[src/rtl/rtc_ixport_pkg.sv]
package rtc_ixport_pkg;

  localparam int BYTE_W = 8;

  // register indices; the host software depends on this order
  localparam logic [7:0] IX_SEC   = 8'd0;
  localparam logic [7:0] IX_ASEC  = 8'd1;
  localparam logic [7:0] IX_MIN   = 8'd2;
  localparam logic [7:0] IX_AMIN  = 8'd3;
  localparam logic [7:0] IX_HOUR  = 8'd4;
  localparam logic [7:0] IX_AHOUR = 8'd5;
  localparam logic [7:0] IX_WDAY  = 8'd6;
  localparam logic [7:0] IX_MDAY  = 8'd7;
  localparam logic [7:0] IX_MON   = 8'd8;
  localparam logic [7:0] IX_YEAR  = 8'd9;
  localparam logic [7:0] IX_CTLA  = 8'd10;
  localparam logic [7:0] IX_CTLB  = 8'd11;
  localparam logic [7:0] IX_CTLC  = 8'd12;
  localparam logic [7:0] IX_CTLD  = 8'd13;

  // control B fields
  localparam int CB_H24  = 1;
  localparam int CB_BIN  = 2;
  localparam int CB_UIE  = 4;
  localparam int CB_AIE  = 5;
  localparam int CB_HOLD = 7;
  localparam logic [7:0] CTLB_RST = 8'h02;

  typedef struct packed {
    logic [7:0] sec;
    logic [7:0] min;
    logic [7:0] hour;
    logic [7:0] wday;
    logic [7:0] mday;
    logic [7:0] mon;
    logic [7:0] year;
  } tod_t;

  // stored byte -> plain number
  function automatic logic [7:0] to_num(input logic [7:0] v, input logic bin);
    return bin ? v : (8'(v[7:4]) * 8'd10 + 8'(v[3:0]));
  endfunction

  // plain number (0..99) -> stored byte
  function automatic logic [7:0] from_num(input logic [7:0] n, input logic bin);
    logic [7:0] tens;
    logic [7:0] ones;
    tens = n / 8'd10;
    ones = n - tens * 8'd10;
    return bin ? n : {tens[3:0], ones[3:0]};
  endfunction

  function automatic logic [7:0] month_len(input logic [7:0] mon, input logic leap);
    case (mon)
      8'd2:                     return leap ? 8'd29 : 8'd28;
      8'd4, 8'd6, 8'd9, 8'd11:  return 8'd30;
      default:                  return 8'd31;
    endcase
  endfunction

endpackage

[src/rtl/rtc_ixport_useq.sv]
module rtc_ixport_useq #(
  parameter int LEAD = 4
) (
  input  logic clk,
  input  logic rst_ni,
  input  logic tick,
  input  logic hold,
  output logic uip,
  output logic upd_stb
);
  localparam int CW = $clog2(LEAD + 1);
  localparam logic [CW-1:0] LEAD_C = CW'(LEAD);

  logic [CW-1:0] cnt_q, cnt_d;

  always_comb begin
    cnt_d = cnt_q;
    if (cnt_q != '0)          cnt_d = cnt_q - 1'b1;
    else if (tick && !hold)   cnt_d = LEAD_C;
  end

  always_ff @(posedge clk or negedge rst_ni) begin
    if (!rst_ni) cnt_q <= '0;
    else         cnt_q <= cnt_d;
  end

  assign uip     = (cnt_q != '0);
  assign upd_stb = (cnt_q == CW'(1));

  // an accepted tick opens the window on the next cycle
  assert_uip_opens_R3: assert property (@(posedge clk) disable iff (!rst_ni)
    (tick && !hold && !uip) |=> uip);
  // the window never opens without a tick
  assert_uip_cause_R3: assert property (@(posedge clk) disable iff (!rst_ni)
    $rose(uip) |-> $past(tick));
  // a held clock starts no window
  assert_hold_no_start_R4: assert property (@(posedge clk) disable iff (!rst_ni)
    (tick && hold && !uip) |=> !uip);

endmodule

[src/rtl/rtc_ixport_cal.sv]
module rtc_ixport_cal
  import rtc_ixport_pkg::*;
(
  input  tod_t cur,
  input  logic bin_mode,
  input  logic h24_mode,
  output tod_t nxt
);
  logic [7:0] s, m, hv, h, h12, d, mo, y, wd;
  logic       c_s, c_m, c_h, c_d, c_mo, pm, leap;
  logic [7:0] hour_enc;

  always_comb begin
    nxt = cur;

    s   = to_num(cur.sec, bin_mode) + 8'd1;
    c_s = (s >= 8'd60);
    nxt.sec = from_num(c_s ? 8'd0 : s, bin_mode);

    m   = to_num(cur.min, bin_mode) + 8'(c_s);
    c_m = c_s && (m >= 8'd60);
    if (c_s) nxt.min = from_num(c_m ? 8'd0 : m, bin_mode);

    // hour as 0..23 whatever the stored form
    hv = to_num({1'b0, cur.hour[6:0]}, bin_mode);
    if (h24_mode) h = to_num(cur.hour, bin_mode);
    else          h = ((hv == 8'd12) ? 8'd0 : hv) + (cur.hour[7] ? 8'd12 : 8'd0);
    h   = h + 8'(c_m);
    c_h = c_m && (h >= 8'd24);
    if (c_h) h = 8'd0;
    pm  = (h >= 8'd12);
    h12 = pm ? (h - 8'd12) : h;
    if (h12 == 8'd0) h12 = 8'd12;
    hour_enc = h24_mode ? from_num(h, bin_mode)
                        : (from_num(h12, bin_mode) | {pm, 7'b0});
    if (c_m) nxt.hour = hour_enc;

    wd = to_num(cur.wday, bin_mode);
    wd = (wd >= 8'd7) ? 8'd1 : wd + 8'd1;
    if (c_h) nxt.wday = from_num(wd, bin_mode);

    y    = to_num(cur.year, bin_mode);
    leap = (y[1:0] == 2'b00);
    mo   = to_num(cur.mon, bin_mode);
    d    = to_num(cur.mday, bin_mode) + 8'd1;
    c_d  = c_h && (d > month_len(mo, leap));
    if (c_h) nxt.mday = from_num(c_d ? 8'd1 : d, bin_mode);

    mo   = mo + 8'd1;
    c_mo = c_d && (mo > 8'd12);
    if (c_d) nxt.mon = from_num(c_mo ? 8'd1 : mo, bin_mode);

    y = y + 8'd1;
    if (c_mo) nxt.year = from_num((y >= 8'd100) ? 8'd0 : y, bin_mode);
  end

endmodule

[src/rtl/rtc_ixport.sv]
module rtc_ixport
  import rtc_ixport_pkg::*;
#(
  parameter int UIP_LEAD = 4
) (
  input  logic       clk,
  input  logic       rst_n,
  input  logic       sec_tick,
  input  logic       bus_sel,
  input  logic       bus_wr,
  input  logic       bus_rd,
  input  logic [7:0] bus_wdata,
  output logic [7:0] bus_rdata,
  output logic       irq
);
  // reset: asserted at once, released on the clock
  logic [1:0] rst_sync_q;
  logic       rst_ni;
  always_ff @(posedge clk or negedge rst_n) begin
    if (!rst_n) rst_sync_q <= 2'b00;
    else        rst_sync_q <= {rst_sync_q[0], 1'b1};
  end
  assign rst_ni = rst_sync_q[1];

  logic [7:0] idx_q, idx_d;
  tod_t       tm_q, tm_d, cal_nxt;
  logic [7:0] asec_q, asec_d, amin_q, amin_d, ahour_q, ahour_d;
  logic [6:0] ctla_q, ctla_d;
  logic [7:0] ctlb_q, ctlb_d;
  logic       uf_q, uf_d, af_q, af_d;
  logic       uip, upd_stb, upd_go, alm_hit, irqf;
  logic       idx_wr, data_wr, c_rd;

  assign idx_wr  = bus_wr && !bus_sel;
  assign data_wr = bus_wr &&  bus_sel;
  assign c_rd    = bus_rd &&  bus_sel && (idx_q == IX_CTLC);

  rtc_ixport_useq #(.LEAD(UIP_LEAD)) u_useq (
    .clk     (clk),
    .rst_ni  (rst_ni),
    .tick    (sec_tick),
    .hold    (ctlb_q[CB_HOLD]),
    .uip     (uip),
    .upd_stb (upd_stb)
  );

  rtc_ixport_cal u_cal (
    .cur      (tm_q),
    .bin_mode (ctlb_q[CB_BIN]),
    .h24_mode (ctlb_q[CB_H24]),
    .nxt      (cal_nxt)
  );

  // hold raised during a window cancels its step
  assign upd_go  = upd_stb && !ctlb_q[CB_HOLD];
  assign alm_hit = (cal_nxt.sec == asec_q) && (cal_nxt.min == amin_q) &&
                   (cal_nxt.hour == ahour_q);

  always_comb begin
    idx_d   = idx_wr ? bus_wdata : idx_q;
    tm_d    = upd_go ? cal_nxt : tm_q;
    asec_d  = asec_q;
    amin_d  = amin_q;
    ahour_d = ahour_q;
    ctla_d  = ctla_q;
    ctlb_d  = ctlb_q;
    if (data_wr) begin
      case (idx_q)
        IX_SEC:   tm_d.sec  = bus_wdata;
        IX_ASEC:  asec_d    = bus_wdata;
        IX_MIN:   tm_d.min  = bus_wdata;
        IX_AMIN:  amin_d    = bus_wdata;
        IX_HOUR:  tm_d.hour = bus_wdata;
        IX_AHOUR: ahour_d   = bus_wdata;
        IX_WDAY:  tm_d.wday = bus_wdata;
        IX_MDAY:  tm_d.mday = bus_wdata;
        IX_MON:   tm_d.mon  = bus_wdata;
        IX_YEAR:  tm_d.year = bus_wdata;
        IX_CTLA:  ctla_d    = bus_wdata[6:0];
        IX_CTLB:  ctlb_d    = bus_wdata;
        default:  ;
      endcase
    end
    // setting beats clear-on-read
    uf_d = upd_go ? 1'b1 : (c_rd ? 1'b0 : uf_q);
    af_d = (upd_go && alm_hit) ? 1'b1 : (c_rd ? 1'b0 : af_q);
  end

  always_ff @(posedge clk or negedge rst_ni) begin
    if (!rst_ni) begin
      idx_q   <= '0;
      tm_q    <= '{sec: 8'h00, min: 8'h00, hour: 8'h00, wday: 8'h01,
                   mday: 8'h01, mon: 8'h01, year: 8'h00};
      asec_q  <= '0;
      amin_q  <= '0;
      ahour_q <= '0;
      ctla_q  <= '0;
      ctlb_q  <= CTLB_RST;
      uf_q    <= 1'b0;
      af_q    <= 1'b0;
    end else begin
      idx_q   <= idx_d;
      tm_q    <= tm_d;
      asec_q  <= asec_d;
      amin_q  <= amin_d;
      ahour_q <= ahour_d;
      ctla_q  <= ctla_d;
      ctlb_q  <= ctlb_d;
      uf_q    <= uf_d;
      af_q    <= af_d;
    end
  end

  assign irqf = (uf_q && ctlb_q[CB_UIE]) || (af_q && ctlb_q[CB_AIE]);
  assign irq  = irqf;

  always_comb begin
    case (idx_q)
      IX_SEC:   bus_rdata = tm_q.sec;
      IX_ASEC:  bus_rdata = asec_q;
      IX_MIN:   bus_rdata = tm_q.min;
      IX_AMIN:  bus_rdata = amin_q;
      IX_HOUR:  bus_rdata = tm_q.hour;
      IX_AHOUR: bus_rdata = ahour_q;
      IX_WDAY:  bus_rdata = tm_q.wday;
      IX_MDAY:  bus_rdata = tm_q.mday;
      IX_MON:   bus_rdata = tm_q.mon;
      IX_YEAR:  bus_rdata = tm_q.year;
      IX_CTLA:  bus_rdata = {uip, ctla_q};
      IX_CTLB:  bus_rdata = ctlb_q;
      IX_CTLC:  bus_rdata = {irqf, 1'b0, af_q, uf_q, 4'b0000};
      default:  bus_rdata = 8'h00;
    endcase
  end

  // held time moves only through host writes
  assert_hold_freezes_R4: assert property (@(posedge clk) disable iff (!rst_ni)
    (ctlb_q[CB_HOLD] && !data_wr) |=> $stable(tm_q));
  // a completed step always leaves the update-ended flag set
  assert_uf_after_step_R10: assert property (@(posedge clk) disable iff (!rst_ni)
    upd_go |=> uf_q);
  // a read of C with no step in that cycle empties both flags
  assert_c_clears_R10: assert property (@(posedge clk) disable iff (!rst_ni)
    (c_rd && !upd_go) |=> (!uf_q && !af_q));
  // binary seconds stay inside 0..59 across a step
  assert_bin_sec_range_R6: assert property (@(posedge clk) disable iff (!rst_ni)
    (upd_go && ctlb_q[CB_BIN] && (tm_q.sec < 8'd60) && !data_wr) |=> (tm_q.sec < 8'd60));
  // the step lands while the window is still open
  assert_step_in_window_R3: assert property (@(posedge clk) disable iff (!rst_ni)
    upd_go |-> uip);

endmodule

[config.mk]
export PLATFORM = sky130hd
export DESIGN_NAME = rtc_ixport
export DESIGN_NICKNAME = d
export VERILOG_FILES = /design/src/rtl/rtc_ixport_pkg.sv /design/src/rtl/rtc_ixport_useq.sv /design/src/rtl/rtc_ixport_cal.sv /design/src/rtl/rtc_ixport.sv
export SDC_FILE = /design/constraint.sdc
export NUM_CORES = 1
export LEC_CHECK = 0
export BUFFER_PORTS_ARGS = -buffer_cell sky130_fd_sc_hd__buf_2
export CAP_MARGIN = 20
export CORE_MARGIN = 3
export CORE_UTILIZATION = 41
export CTS_CLUSTER_SIZE = 28
export DETAILED_ROUTE_END_ITERATION = 12
export REMOVE_ABC_BUFFERS = 1
export SLEW_MARGIN = 20
export SYNTH_ARGS = -nofsm -noshare
export SYNTH_HDL_FRONTEND = slang
export SYNTH_SLANG_ARGS = --single-unit
[constraint.sdc]
create_clock -name clk -period 5.38 [get_ports clk]
set_input_delay 0.538 -clock clk [delete_from_list [all_inputs] [get_ports clk]]
set_output_delay 0.538 -clock clk [all_outputs]
set_load 0.05 [all_outputs]
== After elaboration in Yosys (flattened, before gate mapping) ==
Cells that the tools add are included.

* Register bits: 110
* Word-level logic and storage cells: 181
* Bits in latches: 0
* Input bits: 14
* Bits in read-only memories: 0
* Output and inout port bits: 9
* Bits in writable memories: 0
* Memories kept: 0

* Add/subtract/negate cells: 26
* Magnitude comparators: 8
* Multipliers: 16
* Bitwise logic cells: 1
* Reduce and logical (&&, ||, !) cells: 31
* Shift-type cells: 0
* Muxes and demuxes: 52
* Divide/modulo/power cells: 8
* Eq/ne operators: 22

{| class="wikitable"
|+ Operator list
! operator !! count
|-
| $mux 8 || 41
|-
| $mux 56 || 2
|-
| $pmux 8 s13 || 1
|-
| $div 8x4->8 const B || 8
|-
| $eq 8x4->1 const B || 8
|-
| $mul 8x3->3 const B || 8
|-
| $add 8x4->8 || 7
|-
| $mul 4x3->7 const B || 7
|-
| $eq 8x3->1 const B || 6
|-
| $add 8x1->8 const B || 5
|-
| $sub 4x4->4 || 8
|-
| $eq 8x2->1 const B || 3
|-
| $eq 8x8->1 || 3
|-
| $add 8x1->8 || 2
|-
| $ge 8x6->1 const B || 2
|-
| $logic_not 8->1 || 2
|-
| $pmux 8 s2 || 1
|-
| $logic_and 1x1->1 || 15
|-
| $reduce_and 2->1 || 5
|-
| $add 7x4->8 || 1
|-
| $add 8x8->8 || 1
|-
| $eq 8x1->1 const B || 1
|-
| $ge 8x3->1 const B || 1
|-
| $ge 8x4->1 const B || 1
|-
| other kinds (18) || 25
|}

== Longest topological paths before layout ==
* Depth in word-level cells: 27
* Gate-level depth with buffers: 76
* Mapped depth without buffers: 59

== Modules after synthesis ==
From an unflattened synthesis, not the netlist that was laid out.

* Cell total of the unflattened synthesis: 1759
* Area, all modules: 14282.4 um2

{| class="wikitable"
|+ By module, submodules not included
! module !! area each (um2) !! instances !! cells each !! seq. area each (um2)
|-
| rtc_ixport_cal || 8217.9 || 1 || 1174 || 0.0
|-
| rtc_ixport || 5933.2 || 1 || 572 || 2682.6
|-
| rtc_ixport_useq || 131.4 || 1 || 13 || 75.1
|}

== Worst setup path after synthesis ==
OpenSTA, ideal clock, no wires.

* Kind: reg-to-reg
* Start point: register ctlb_q[2]
* End point: register af_q
* Cell stages (with the launch flop): 74
* Slack: -9.863 ns
* Period minus slack after synthesis: 15.243 ns
* Arrival time: 15.176 ns
* Library setup time: 0.068 ns
* Path buffers: 17
* Data required time: 5.312 ns
* Cells stage by stage: dfrtp_1 buf_4 buf_2 buf_4 buf_2 buf_1 clkbuf_1 buf_1 clkbuf_1 clkbuf_1 clkbuf_1 buf_1 mux2_2 ha_1 xor2_1 o21ai_0 a311o_1 nand2_1 [38 not listed] o22ai_2 inv_1 ha_1 nand2_1 nand2_1 o2111a_1 mux2i_1 or2_2 ha_1 mux2i_1 nor2_1 a211oi_1 a21oi_1 xnor2_1 nor4_1 nand3_1 a2111oi_0 a32o_1

* Cells in the longest elaborated chain, start to end: 25
* Elaborated cells between the ends (all ways): 52

{| class="wikitable"
|+ RTL lines
! element !! RTL line !! text
|-
| start: declaration || rtc_ixport.sv:29 || <nowiki>logic [7:0] ctlb_q, ctlb_d;</nowiki>
|-
| start signal: assignment || rtc_ixport.sv:108 || <nowiki>ctlb_q <= ctlb_d;</nowiki>
|-
| $mux 8 || rtc_ixport_pkg.sv:41 || <nowiki>return bin ? v : (8'(v[7:4]) * 8'd10 + 8'(v[3:0]));</nowiki>
|-
| $add 8x1->8 || rtc_ixport_cal.sv:16 || <nowiki>s = to_num(cur.sec, bin_mode) + 8'd1;</nowiki>
|-
| $ge 8x6->1 || rtc_ixport_cal.sv:17 || <nowiki>c_s = (s >= 8'd60);</nowiki>
|-
| $add 8x1->8 || rtc_ixport_cal.sv:20 || <nowiki>m = to_num(cur.min, bin_mode) + 8'(c_s);</nowiki>
|-
| $ge 8x6->1 || rtc_ixport_cal.sv:21 || <nowiki>c_m = c_s && (m >= 8'd60);</nowiki>
|-
| $logic_and 1x1->1 || rtc_ixport_cal.sv:21 ||
|-
| $add 8x1->8 || rtc_ixport_cal.sv:28 || <nowiki>h = h + 8'(c_m);</nowiki>
|-
| $ge 8x5->1 || rtc_ixport_cal.sv:29 || <nowiki>c_h = c_m && (h >= 8'd24);</nowiki>
|-
| [9 not listed] || n/a ||
|-
| $mux 8 || rtc_ixport_pkg.sv:50 || <nowiki>return bin ? n : {tens[3:0], ones[3:0]};</nowiki>
|-
| $or 8x8->8 || rtc_ixport_cal.sv:35 || <nowiki>: (from_num(h12, bin_mode) | {pm, 7'b0});</nowiki>
|-
| $mux 8 || rtc_ixport_cal.sv:34 || <nowiki>hour_enc = h24_mode ? from_num(h, bin_mode)</nowiki>
|-
| $mux 8 || rtc_ixport_cal.sv:36 || <nowiki>if (c_m) nxt.hour = hour_enc;</nowiki>
|-
| $eq 8x8->1 || rtc_ixport.sv:57 || <nowiki>(cal_nxt.hour == ahour_q);</nowiki>
|-
| $logic_and 1x1->1 (*) || rtc_ixport.sv:56 || <nowiki>assign alm_hit = (cal_nxt.sec == asec_q) && (cal_nxt.min == amin_q) &&</nowiki>
|-
| $logic_and 1x1->1 (*) || rtc_ixport.sv:86 || <nowiki>af_d = (upd_go && alm_hit) ? 1'b1 : (c_rd ? 1'b0 : af_q);</nowiki>
|-
| $mux 1 or $reduce_bool 2->1 (tied branches) || n/a ||
|-
| end signal: assignment || rtc_ixport.sv:100 || <nowiki>af_q <= 1'b0;</nowiki>
|-
| end signal: assignment || rtc_ixport.sv:110 || <nowiki>af_q <= af_d;</nowiki>
|-
| end: declaration || rtc_ixport.sv:30 || <nowiki>logic uf_q, uf_d, af_q, af_d;</nowiki>
|}

Every way passes the cells marked *; elsewhere a longest branch is shown, timed or not.
A chain may end at the register's enable or synchronous reset.

== Final worst setup path ==
* Start point: register tm_q[52] (netlist bit)
* End point: register af_q

* Cells in the longest elaborated chain, start to end: 27
* Elaborated cells between the ends (all ways): 47

{| class="wikitable"
|+ RTL lines
! element !! RTL line !! text
|-
| start: declaration || rtc_ixport.sv:26 || <nowiki>tod_t tm_q, tm_d, cal_nxt;</nowiki>
|-
| start signal: assignment || rtc_ixport.sv:92 || <nowiki>tm_q <= '{sec: 8'h00, min: 8'h00, hour: 8'h00, wday: 8'h01,</nowiki>
|-
| start signal: assignment || rtc_ixport.sv:103 || <nowiki>tm_q <= tm_d;</nowiki>
|-
| $mul 4x3->7 || rtc_ixport_pkg.sv:41 ||
|-
| $add 8x4->8 || rtc_ixport_pkg.sv:41 ||
|-
| $mux 8 (*) || rtc_ixport_pkg.sv:41 ||
|-
| $add 8x1->8 (*) || rtc_ixport_cal.sv:16 ||
|-
| $ge 8x6->1 || rtc_ixport_cal.sv:17 ||
|-
| $add 8x1->8 || rtc_ixport_cal.sv:20 ||
|-
| $ge 8x6->1 || rtc_ixport_cal.sv:21 ||
|-
| $logic_and 1x1->1 || rtc_ixport_cal.sv:21 ||
|-
| [11 not listed] || n/a ||
|-
| $mux 8 || rtc_ixport_pkg.sv:50 ||
|-
| $or 8x8->8 || rtc_ixport_cal.sv:35 ||
|-
| $mux 8 || rtc_ixport_cal.sv:34 ||
|-
| $mux 8 || rtc_ixport_cal.sv:36 ||
|-
| $eq 8x8->1 || rtc_ixport.sv:57 ||
|-
| $logic_and 1x1->1 (*) || rtc_ixport.sv:56 ||
|-
| $logic_and 1x1->1 (*) || rtc_ixport.sv:86 ||
|-
| $mux 1 or $reduce_bool 2->1 (tied branches) || n/a ||
|}

Marks and branches as above.

==> flow_summary.rst <==
.. list-table::
   :header-rows: 1

   * - Metric
     - Value
   * - Worst slack after detailed placement
     - -5.55 ns
   * - Number of flops mapped to enable cells by yosys
     - 0
   * - Area inside the core boundary
     - ~32,000 sq um
   * - Routability-driven placement congestion ratio
     - roughly 0.94
   * - Sequential cell fraction of total power
     - about a tenth
   * - Clock slew at the register clock pins of the worst setup and hold paths
     - roughly 0.070 ns
   * - FP Rows
     - between 60 and 70
   * - Post-Route WL
     - around 48 mm
   * - Max-capacitance violation count
     - 0
   * - Post-DR vias/cell
     - 5.87
   * - Number of hold-slack violations in the final timing report
     - 0
   * - Ys async rst share
     - 100%
   * - Vias after detailed routing
     - 15,000
   * - Internal Pwr Total
     - 5.90 mW
   * - Die Area
     - ~35,000 sq um
   * - Filler Cells Inserted
     - about 2,700
   * - Setup slack of the critical path after layout
     - -5.04 ns
   * - Die Span X
     - roughly 190 um
   * - Clock buffer count from CTS
     - 9
   * - Worst-case clock buffer depth
     - 2
   * - CTS H-tree depth
     - 3
   * - Result of the run
     - complete, but fails checks
   * - Final Instance Count excl. Fillers
     - around 2,600
   * - # clock sinks
     - 110
   * - Combined area of all synthesized cells
     - around 13,000 sq um
   * - Iter 0 DRT Violations
     - approximately 1,100
   * - Count of endpoints failing setup in the final report
     - 46
   * - DRC violations left
     - 0
   * - Length in cells of the worst reg-to-reg path
     - 57
   * - Switching portion of total power
     - between 40 and 50%
   * - Data required time at the worst endpoint
     - between 5 and 6 ns
   * - Yosys synthesis warning count
     - 0
   * - Library cells used by synthesis
     - ~100
   * - Global router's overall resource usage
     - between 20% and 30%
   * - Global-route wire length before repair
     - between 70 and 80 mm
   * - Largest fanout on the critical path
     - 7
   * - Type of origin of the critical path
     - register
   * - Most frequently used flop master after synthesis
     - dfrtp_1
   * - FF+latch area
     - ~2800 sq um
   * - Instance count of the mapped netlist
     - between 1,500 and 2,000
   * - Starting density of the core
     - ~42%
   * - Worst hold slack after final layout
     - around 0.35 ns
   * - Max-slew violation total from the final report
     - 0
   * - Final-stage net count
     - roughly 2,200
   * - Vias in the first global route
     - ~15,000
   * - Proportion of synthesized chip area in sequential cells
     - between 20 and 25%
   * - Largest stage delay, worst path
     - approximately 0.46 ns
   * - DPL Wire Length
     - 34.4 mm
   * - Dpl cell area
     - between 15,000 and 20,000 sq um
   * - Clock root cell
     - clkbuf_16
   * - Die Span Y
     - ~190 um
   * - Crit path arrival time
     - 10.72 ns
   * - Number of storage elements in the synthesis netlist
     - 110
   * - Kind of critical path
     - register to register
   * - Finished layout cell area
     - between 15,000 and 20,000 sq um
   * - Net switching power
     - between 4 and 5 mW
   * - Worst setup skew after layout
     - about 0.0045 ns
   * - Antenna violations before repair
     - 1
   * - Share of Yosys cell area claimed by the top area cell type
     - between 10% and 20%
   * - Portion of total power attributed to the clock network
     - about 6.9%
   * - Part of the total power dissipated in combinational logic
     - 82.7%
   * - Area Growth Syn to Fin
     - 43.3%
   * - Fmax achieved
     - about 96 MHz
   * - Failing checks
     - negative setup slack
   * - Dominant cells by area after synthesis
     - dfrtp_1 20%, ha_1 8.8%, nand2_1 5.0%
   * - Share of the clock period used by the worst path after layout
     - 194%
   * - CTS tree
     - yes
   * - Largest area contributor in the synthesized netlist
     - dfrtp_1
   * - Share of final-layout standard cells stronger than drive strength 1
     - ~39%
   * - Most repeated library cell on the critical path
     - ha_4
   * - Average routed wire per standard cell
     - between 15 and 20 um
   * - Maximum number of pins on one net before global-route repair
     - 61
   * - Area taken by multi-input logic gates
     - roughly 11,000 sq um
   * - Cell type of the slowest stage on the worst timing path
     - dfrtp_2
   * - Worst slew pin tran
     - about 0.84 ns
   * - # placed instances
     - 2,440
   * - Power density of the placed cells
     - between 500 and 600 nW/um^2
   * - Lkg Pwr
     - between 8 and 9 nW
   * - Number of port buffers
     - 22
   * - Io pins
     - 23
   * - Worst relative slew slack
     - 43.5%
   * - Final Critical Period
     - between 10 and 15 ns
   * - Class of the most critical hold timing path
     - register to async pin
   * - Crit. End Element
     - register
   * - Syn avg cell area
     - roughly 8 sq um
   * - Diode insertion count for antenna repair
     - 0
   * - Detail Route Antenna Nets
     - 0
   * - Overflow left after global routing
     - 0
   * - Number of optimization iterations in the first detailed-route pass
     - 6
   * - Source-to-sink clock delay at the later pin of the worst-skew pair
     - 0.36 ns
   * - Setup repair after global routing missed its margin
     - yes
   * - VDD IR max
     - 0.532 mV
-- kinds of logic (layout without fill, tap and decap cells) --
group                      count (synthesis)  count (layout)  synth area share, %
DFF                                      110             110                 20.5
and+or+nand+nor                          564             564                 21.1
other                                      1               3               0.0279
buffers and inverters                    143             606                 4.29
AOI/OAI and AO/OA                        507             507                 26.3
adders and majority gates                118             118                 12.2
muxes                                     93              93                 7.55
xor gates and xnor gates                 119             119                 7.97
-- layout by cell type, fill, tap and decap left out, types with 10 or more instances in the layout --
| master | count |
|---|---|
| buf_2 | 22 |
| and2_1 | 13 |
| nor2_1 | 111 |
| a21oi_1 | 68 |
| and3_1 | 25 |
| buf_4 | 468 |
| nand2_2 | 11 |
| a22o_1 | 19 |
| a221oi_1 | 19 |
| a31oi_1 | 15 |
| nor4_1 | 10 |
| ha_1 | 78 |
| clkbuf_16 | 10 |
| a211oi_2 | 15 |
| nand4_1 | 13 |
| o21ai_1 | 50 |
| a21oi_2 | 22 |
| inv_2 | 12 |
| a211o_1 | 18 |
| nor2b_1 | 20 |
| inv_1 | 42 |
| xor2_1 | 48 |
| o21ai_2 | 12 |
| nand2_1 | 164 |
| o21ai_0 | 66 |
| mux2i_1 | 34 |
| a21o_1 | 18 |
| xnor2_1 | 62 |
| nand2b_1 | 15 |
| a22oi_1 | 18 |
| o211ai_1 | 19 |
| ha_4 | 15 |
| nor3_1 | 23 |
| buf_6 | 32 |
| nand3_1 | 32 |
| a211oi_1 | 16 |
| mux2_2 | 57 |
| dfrtp_1 | 103 |
| fa_1 | 18 |
-- synthesized netlist by cell type (all sizes together) (32+ instances only) --
cell	number
nand2	180
o21ai	130
nor2	126
dfrtp	106
ha	95
a21oi	91
xnor2	67
clkbuf	63
mux2	58
inv	55
xor2	52
nand3	39
mux2i	35
a211oi	32
-- cell type report --
type / instances / share of cell area [%]
inverters: 55 / 1.08
clock buffers: 10 / 1.19
repair buffers: 535 / 22.0
well taps: 435 / 2.82
flip-flops and latches: 110 / 14.4
multi-input cells: 1404 / 58.1
clock inverters: 6 / 0.493
-- flip-flops by register name (all words and copies together), names as in the netlist --
register      count
ctla_q            7
asec_q            8
amin_q            8
idx_q             8
af_q              1
ctlb_q            8
uf_q              1
tm_q             56
rst_sync_q        2
u_useq.cnt_q      3
ahour_q           8
-- routing by layer --
layer / part of all wire, % / global-route usage [%]
met1: 42 / 34.1
met2: 48 / 45.0
met3: 6.0 / 2.90
met4: 3.5 / 9.01
met5: 0.027 / 0
-- critical path: cells and delay by family (launching register included) --
kind / cells / cell delay [ns]
DFF: 1 / 0.46
xor gates and xnor gates: 2 / 0.27
buffers and inverters: 8 / 0.75
and+or+nand+nor: 18 / 2.94
adders and majority gates: 9 / 1.80
muxes: 2 / 0.22
AOI/OAI and AO/OA: 18 / 3.91
-- through the flow --
step / util [%] / total power, mW / TNS (ns)
2_1_floorplan: - / 5.19 / -261.93
3_3_place_gp: 52.8 / 8.10 / -86.16
3_5_place_dp: 52.8 / 8.27 / -94.53
4_1_cts: 57.6 / 9.85 / -77.62
5_1_grt: 60.3 / 11.6 / -102.51
6_report: 60.3 / 10.8 / -89.30
-- power by group through the flow --
stage	sequential [mW]	clock, mW	combinational [mW]
6_report	1.12	0.743	8.93
5_1_grt	1.15	0.775	9.65
3_3_place_gp	1.12	0	6.98
2_1_floorplan	1.18	0	4.01
3_5_place_dp	1.13	0	7.14
4_1_cts	1.12	0.745	7.98
-- what timing repair did --
action,4_1_cts,5_1_grt
resized for setup,193,146
hold endpoints to repair,2,0
pin swaps,71,103
hold buffers,1,0
buffers inserted,74,39
setup endpoints to repair,47,49
cloned,1,1
-- final timing paths --
| path | slack, ns | endpoint | start |
|---|---|---|---|
| worst max register to register | -5.04 | af_q$_DFFE_PN0P_ | tm_q[52]$_DFF_PN0_ |
| worst min-delay path | 0.35 | tm_q[29]$_DFF_PN0_ | rst_sync_q[1]$_DFF_PN0_ |
| min in group clk | 0.36 | rst_sync_q[1]$_DFF_PN0_ | rst_sync_q[0]$_DFF_PN0_ |
| worst max-delay path | -5.04 | af_q$_DFFE_PN0P_ | tm_q[52]$_DFF_PN0_ |
| max in group asynchronous | 3.75 | ctlb_q[2]$_DFFE_PN0P_ | rst_sync_q[1]$_DFF_PN0_ |
| worst min register to register | 0.35 | tm_q[29]$_DFF_PN0_ | rst_sync_q[1]$_DFF_PN0_ |
No activity file was read; power rests on OpenSTA's default activity.
